$ cat src/rtl/sda_timing_pkg.sv
package sda_timing_pkg;

  // Strobes from the control to the datapath, one cycle wide.
  typedef struct packed {
    logic fallSeen;   // SCL fall sampled this cycle
    logic applyNow;   // move staged bit onto SDA at this edge
  } sdaStrobes_t;

endpackage

$ cat src/rtl/sda_timing_ctrl.sv
module sda_timing_ctrl
  import sda_timing_pkg::*;
#(
  parameter int HOLD_STD  = 3,
  parameter int HOLD_EXT  = 12,
  parameter int SETUP_EXT = 11,
  parameter int CNT_W     = 4
) (
  input  logic        clk,
  input  logic        rst,
  input  logic        extTiming,
  input  logic        sclFall,
  input  logic        pendGo,
  input  logic        pendSetup,
  output sdaStrobes_t strobes,
  output logic        setupDone
);

  logic [CNT_W-1:0] holdCnt;
  logic [CNT_W-1:0] setupCnt;
  logic             holdOpen;

  // Apply is allowed on the edge where the hold count runs out.
  assign holdOpen         = (holdCnt <= CNT_W'(1));
  assign strobes.fallSeen = sclFall;
  assign strobes.applyNow = pendGo && holdOpen && !sclFall;
  assign setupDone        = (setupCnt == '0);

  always_ff @(posedge clk) begin
    if (rst) begin
      holdCnt <= '0;
    end else if (sclFall) begin
      holdCnt <= extTiming ? CNT_W'(HOLD_EXT) : CNT_W'(HOLD_STD);
    end else if (holdCnt != '0) begin
      holdCnt <= holdCnt - CNT_W'(1);
    end
  end

  always_ff @(posedge clk) begin
    if (rst) begin
      setupCnt <= '0;
    end else if (sclFall) begin
      setupCnt <= '0;
    end else if (strobes.applyNow) begin
      setupCnt <= (extTiming && pendSetup) ? CNT_W'(SETUP_EXT) : '0;
    end else if (setupCnt != '0) begin
      setupCnt <= setupCnt - CNT_W'(1);
    end
  end

  // every sampled SCL fall starts the hold window selected by the profile
  assert_hold_reload_R3: assert property (@(posedge clk) disable iff (rst)
    sclFall |=> (holdCnt == ($past(extTiming) ? CNT_W'(HOLD_EXT) : CNT_W'(HOLD_STD))));

  // the hold count moves down by one per cycle until it empties
  assert_hold_countdown_R2: assert property (@(posedge clk) disable iff (rst)
    (!sclFall && holdCnt != '0) |=> (holdCnt == $past(holdCnt) - CNT_W'(1)));

  // a running setup window drains one per cycle
  assert_setup_countdown_R4: assert property (@(posedge clk) disable iff (rst)
    (!sclFall && !strobes.applyNow && setupCnt != '0) |=> (setupCnt == $past(setupCnt) - CNT_W'(1)));

  // an SCL fall abandons any setup window
  assert_setup_abandon_R10: assert property (@(posedge clk) disable iff (rst)
    sclFall |=> setupDone);

endmodule

$ cat src/rtl/sda_timing_dp.sv
module sda_timing_dp
  import sda_timing_pkg::*;
(
  input  logic        clk,
  input  logic        rst,
  input  sdaStrobes_t strobes,
  input  logic        txBit,
  input  logic        setupClass,
  input  logic        bitLoad,
  input  logic        bitGo,
  output logic        pendGo,
  output logic        pendSetup,
  output logic        sdaLevel,
  output logic        applied
);

  logic pendBit;
  logic pendValid;

  always_ff @(posedge clk) begin
    if (rst) begin
      pendBit   <= 1'b1;
      pendSetup <= 1'b0;
      pendValid <= 1'b0;
      pendGo    <= 1'b0;
      sdaLevel  <= 1'b1;
      applied   <= 1'b0;
    end else begin
      if (strobes.applyNow) begin
        sdaLevel  <= pendBit;
        applied   <= 1'b1;
        pendValid <= 1'b0;
        pendGo    <= 1'b0;
      end
      if (bitLoad) begin
        pendBit   <= txBit;
        pendSetup <= setupClass;
        pendValid <= 1'b1;
      end
      if (bitGo && (pendValid || bitLoad)) begin
        pendGo <= 1'b1;
      end
      if (strobes.fallSeen) begin
        applied <= 1'b0;
      end
    end
  end

  // reset releases the line and withdraws the applied flag
  assert_reset_state_R1: assert property (@(posedge clk)
    rst |=> (sdaLevel && !applied));

  // SDA moves only on an apply strobe from the control
  assert_sda_guarded_R2: assert property (@(posedge clk) disable iff (rst)
    !strobes.applyNow |=> $stable(sdaLevel));

  // a go with nothing staged leaves no release pending
  assert_go_ignored_R7: assert property (@(posedge clk) disable iff (rst)
    (bitGo && !pendValid && !bitLoad && !pendGo) |=> !pendGo);

  // an SCL fall clears the applied flag
  assert_fall_clears_R8: assert property (@(posedge clk) disable iff (rst)
    strobes.fallSeen |=> !applied);

endmodule

$ cat src/rtl/sda_hold_setup_timer.sv
module sda_hold_setup_timer
  import sda_timing_pkg::*;
#(
  parameter int HOLD_STD  = 3,
  parameter int HOLD_EXT  = 12,
  parameter int SETUP_EXT = 11
) (
  input  logic clk,
  input  logic rst,
  input  logic extTiming,
  input  logic sclFall,
  input  logic txBit,
  input  logic setupClass,
  input  logic bitLoad,
  input  logic bitGo,
  output logic sdaOut,
  output logic sclReady
);

  localparam int MAX_CNT = (HOLD_EXT > SETUP_EXT) ? HOLD_EXT : SETUP_EXT;
  localparam int CNT_W   = $clog2(MAX_CNT + 1);

  sdaStrobes_t strobes;
  logic        pendGo;
  logic        pendSetup;
  logic        setupDone;
  logic        applied;

  sda_timing_ctrl #(
    .HOLD_STD (HOLD_STD),
    .HOLD_EXT (HOLD_EXT),
    .SETUP_EXT(SETUP_EXT),
    .CNT_W    (CNT_W)
  ) uCtrl (
    .clk      (clk),
    .rst      (rst),
    .extTiming(extTiming),
    .sclFall  (sclFall),
    .pendGo   (pendGo),
    .pendSetup(pendSetup),
    .strobes  (strobes),
    .setupDone(setupDone)
  );

  sda_timing_dp uDp (
    .clk       (clk),
    .rst       (rst),
    .strobes   (strobes),
    .txBit     (txBit),
    .setupClass(setupClass),
    .bitLoad   (bitLoad),
    .bitGo     (bitGo),
    .pendGo    (pendGo),
    .pendSetup (pendSetup),
    .sdaLevel  (sdaOut),
    .applied   (applied)
  );

  assign sclReady = applied && setupDone;

  // ready is never offered while the line is still waiting for its bit
  assert_ready_after_apply_R5: assert property (@(posedge clk) disable iff (rst)
    (sclFall && !sclReady) |=> !sclReady);

endmodule

$ cat config.mk
export PLATFORM = sky130hd
export DESIGN_NAME = sda_hold_setup_timer
export DESIGN_NICKNAME = d
export VERILOG_FILES = /design/src/rtl/sda_timing_pkg.sv /design/src/rtl/sda_timing_ctrl.sv /design/src/rtl/sda_timing_dp.sv /design/src/rtl/sda_hold_setup_timer.sv
export SDC_FILE = /design/constraint.sdc
export NUM_CORES = 1
export LEC_CHECK = 0
export CORE_MARGIN = 5
export CORE_UTILIZATION = 47
export CTS_CLUSTER_DIAMETER = 100
export DETAILED_ROUTE_END_ITERATION = 16
export DONT_BUFFER_PORTS = 1
export MAX_ROUTING_LAYER = met4
export PLACE_DENSITY = 0.7
export REMOVE_ABC_BUFFERS = 1
export SETUP_SLACK_MARGIN = 0.3
export SKIP_CTS_REPAIR_TIMING = 1
export SLEW_MARGIN = 20
export SYNTH_ARGS = -nofsm -noshare
export SYNTH_HDL_FRONTEND = slang
export SYNTH_SLANG_ARGS = --single-unit
$ cat constraint.sdc
create_clock -name clk -period 1.95 [get_ports clk]
set_clock_uncertainty 0.15 [all_clocks]
set_input_delay 0.0975 -clock clk [delete_from_list [all_inputs] [get_ports clk]]
set_output_delay 0.0975 -clock clk [all_outputs]
set_load 0.005 [all_outputs]
; Word-level counts from Yosys, hierarchy flattened
; Index checks and enable logic that the tools add are counted.
[totals]
ff_bits = 14
latchBits = 0
ram_bits = 0
mem_bits_ro = 0
inputBits = 8
wordCells = 35
memories = 0
[op_classes]
addsub = 2
multipliers = 0
div_mod_pow = 0
magnitude_cmp = 1
eq_ne = 0
shift = 0
mux = 9
bitwise_logic = 0
reduce_logical = 15
[op_table]
columns = op, n
row1 = $mux W4, 6
row2 = $reduce_bool A2 Y1, 4
row3 = $reduce_bool A4 Y1, 2
row4 = $sub A4 B1 Y4 const B, 2
row5 = $logic_and A1 B1 Y1, 5
row6 = $le A4 B1 Y1 const B, 1
row7 = $logic_not A4 Y1, 1
row8 = $mux W1, 3
row9 = $reduce_or A2 Y1, 1
row10 = $logic_not A1 Y1, 1
row11 = $logic_or A1 B1 Y1, 1

; Longest topological paths before layout
[depth]
word_depth = 5
ltp_mapped = 5
ltp_nobuf = 5

; By module
; A second synthesis with hierarchy kept.
[unflattened]
hier_cells = 72
area_unflattened_um2 = 668.1
[modules_own_cells]
columns = module, n_inst, cells_per_inst, area_per_inst_um2, seq_area_each_um2
row1 = sda_timing_ctrl, 1, 51, 457.9, 160.2
row2 = sda_timing_dp, 1, 20, 203.9, 120.1
row3 = sda_hold_setup_timer, 1, 1, 6.3, 0.0

; Worst setup path before layout
; Ideal clock, no wire load.
[synth_path]
kind = flip-flop to flip-flop
from = register uCtrl.holdCnt[2]
to = register uCtrl.setupCnt[3]
setup_time_ns = 0.101
t_arrival_ns = 1.468
setup_slack_ns = 0.231
stages_incl_launch_ff = 4
period_less_slack_ns = 1.719
path_cell_list = dfxtp_1 > or4b_4 > or4_4 > o41ai_1
[synth_via]
elab_chain_len = 4
elab_cells_between_ends = 5
cone_classes = order compare (1) / mux (1) / reduce/logical (3)
[synth_rtl]
columns = element, line_no
row1 = "start, declared", sda_timing_ctrl.sv:19  ; logic [CNT_W-1:0] holdCnt;
row2 = "start signal, assigned", sda_timing_ctrl.sv:33  ; holdCnt <= extTiming ? CNT_W'(HOLD_EXT) : CNT_W'(HOLD_STD);
row3 = "start signal, assigned", sda_timing_ctrl.sv:35  ; holdCnt <= holdCnt - CNT_W'(1);
row4 = $le A4 B1 Y1 (*), sda_timing_ctrl.sv:24  ; assign holdOpen = (holdCnt <= CNT_W'(1));
row5 = $logic_and A1 B1 Y1 (*) (2 in a row), sda_timing_ctrl.sv:26  ; assign strobes.applyNow = pendGo && holdOpen && !sclFall;
row6 = $mux W4 / $reduce_bool A2 Y1 (equally long branches), -
row7 = "end signal, assigned", sda_timing_ctrl.sv:45  ; setupCnt <= (extTiming && pendSetup) ? CNT_W'(SETUP_EXT) : '0;
row8 = "end signal, assigned", sda_timing_ctrl.sv:47  ; setupCnt <= setupCnt - CNT_W'(1);
row9 = "end, declared", sda_timing_ctrl.sv:20  ; logic [CNT_W-1:0] setupCnt;
; Every way passes the cells marked *; elsewhere a longest branch is shown, timed or not.
; A chain may end at the register's enable or synchronous reset.

; Final worst setup path
[layout_path]
from = register uCtrl.holdCnt[3]
to = register uCtrl.setupCnt[0]
; The elaborated chain is that of the path after synthesis.

==> flow_metrics.py <==
metrics = {
    "run_status": {
        "status": "complete, but fails checks",
        "violations": "negative hold slack",
    },
    "floorplanning": {
        "row_count": 13,
        "ios": 10,
        "initial_utilization_pct": 50.9,
        "core_area_um2": 1320,
        "dieArea_um2": 2280,
        "die_height_um": 47.8,
        "die_w_um": 47.8,
    },
    "timing": {
        "rsz0062_at_grt": "true",
        "max_freq_ghz": 0.611,
        "period_needed_ns": 1.64,
        "min_period_over_period_pct": 83.9,
        "hold_viol": 6,
        "finalSetupViolations": 0,
        "slew_headroom_pct": 73.9,
        "hold-worst-slack_ns": -0.166,
        "worstMarginPinSlew_ns": 0.390,
        "timing.final.max_slew_violations": 0,
        "tns_ns": 0,
    },
    "cells_and_area": {
        "drive_gt1_share_pct": 28.4,
        "final_common_cell": "dfxtp_1",
        "stdcell_count": 103,
        "synthToLayoutAreaGrowth_pct": 31.7,
        "n_antenna_cell": 0,
        "fillerInstances": 110,
        "final_cell_mix": "dfxtp_1 (10), dlygate4sd3_1 (8), inv_1 (5), xnor2_1 (5), buf_4 (5)",
        "nets": 101,
    },
    "logic_synthesis": {
        "synthCells": 72,
        "yosys_warnings": 0,
        "synth_async_sr_flop_share_pct": 0,
        "synth_area_leaders": "dfxtp_1 (42%), ha_1 (7.5%), xnor2_1 (6.5%), inv_1 (3.9%), mux2_2 (3.4%)",
        "synthFlopType": "dfxtp_1",
        "yosys.area.top_type": "dfxtp_1",
        "synth_cell_types": 26,
        "synth_area_um2": 671,
        "synth-edff-count": 0,
        "synth-seq-cells": 14,
        "synth-seq-area-share_pct": 41.8,
        "yosysTopAreaCellShare_pct": 41.8,
        "avgSynthCellArea_um2": 9.31,
    },
    "drt": {
        "drtAntennaViolNets": 0,
        "drcViolationCount": 0,
        "first_iter_violations": 10,
        "wl_per_cell_um": 13.1,
        "vias": 542,
        "vias_per_cell": 5.26,
        "drt_first_pass_iters": 3,
        "wl_mm": 1.35,
    },
    "grt": {
        "grt_max_degree": 12,
        "antenna_found_initial": 0,
        "overflow": 0,
        "grt_pass1_wl_mm": 1.91,
        "grt.total_usage_pct": 12.8,
        "first_global_vias": 484,
    },
    "cts": {
        "cts_made_buffers": 3,
        "cts_buffer_depth": 2,
        "cts.sinks": 14,
        "path_clk_slew_ns": 0.08,
        "worstSkewPairLatency_ns": 0.28,
        "htreeDepth": 1,
        "clockRootBuffer": "clkbuf_4",
        "cts_tree": "built",
    },
    "critical_path": {
        "worstPathArrival_ns": 1.67,
        "start_kind": "flip-flop",
        "path_class": "reg -> reg",
        "critPathRequiredTime_ns": 1.99,
        "end_kind": "flip-flop",
        "cp_max_fo": 5,
    },
    "pwr": {
        "power_leakage_nw": 0.352,
        "p_per_area_nw_per_um2": 842,
        "peakVddDrop_v": 0.000424,
    },
    "placed_design": {
        "dp.cells": 87,
        "io_buffers": 0,
        "dp_hpwl_um": 918,
        "place_congestion": 0.769,
    },
    "min_path": {
        "hold_class": "in -> reg",
    },
    "job": {
        "drv_cap": 0,
    },
}
report_power, final:
part,internal (mW),total (mW),switching [mW]
Combinational,0.118,0.214,0.0957
Sequential,0.312,0.327,0.0155
Clock,0.114,0.204,0.0900
Total,0.543,0.744,0.201
through the flow:
stage / setup WS, ns / total power [mW] / utilization [%] / area (um2)
final: 0.314 / 0.744 / 67.0 / 883
after global routing: 0.252 / 0.790 / 67.0 / 883
after CTS: 0.142 / 0.693 / 55.7 / 733
after detailed placement: 0.185 / 0.488 / 52.9 / 697
after global placement: 0.200 / 0.484 / 52.9 / 697
after floorplan: 0.231 / 0.447 / - / 663
area by class of cell:
cell class                 count  area, um2  share of cell area, %
clock buffer                   4       36.3                   4.11
inverter                       7       26.3                   2.97
multi-input combinational     49        388                   43.9
sequential                    14        285                   32.3
tap                           15       18.8                   2.12
timing repair buffer          14        129                   14.6
final timing paths:
check	from	to	slack (ns)	cells past startpoint
max	uCtrl.holdCnt[3]	uCtrl.setupCnt[0]	0.31	3
min reg2reg	uDp.pendGo	uDp.pendGo	0.32	2
max reg2reg	uCtrl.holdCnt[3]	uCtrl.setupCnt[0]	0.31	3
min	sclFall	uCtrl.holdCnt[3]	-0.17	2
synthesized netlist by cell type, drive strengths merged, types with 2 or more instances:
library cell  instances
nor3b                 2
a21oi                 3
nand2                 4
dfxtp                14
nor3                  3
clkbuf                2
or3                   2
o31ai                 2
mux2                  2
mux2i                 2
o22ai                 2
ha                    4
o21ai                 4
nor2                  4
xnor2                 5
inv                   7
cell families (layout without fill, tap and decap cells):
family | count (synthesis) | in the layout | share of synthesized area, %
AOI/OAI and AO/OA | 16 | 16 | 15.5
xor gates and xnor gates | 5 | 5 | 6.53
adders and majority gates | 4 | 4 | 7.46
buffers and inverters | 9 | 25 | 5.04
DFF | 14 | 14 | 41.8
muxes | 4 | 4 | 6.34
and+or+nand+nor | 20 | 20 | 17.3
worst max-delay path, stage by stage, from the launching register on:
cell and delay, ns:
dfxtp_2 0.33, or4b_4 0.53, or4_4 0.45, o31ai_1 0.08
metal layers:
metal	track usage (%)	wire length, um
met5	-	0
met1	14.2	601
met4	6.45	0
met2	20.3	699
met3	4.14	48
state kept, by name, indices dropped and copies added, names as in the netlist:
name,cells
uCtrl.holdCnt,4
uDp.pendGo,1
uDp.sdaLevel,1
uCtrl.setupCnt,4
uDp.pendBit,1
uDp.pendValid,1
uDp.applied,1
uDp.pendSetup,1
Note: power is estimated with default switching activity, not from simulation.
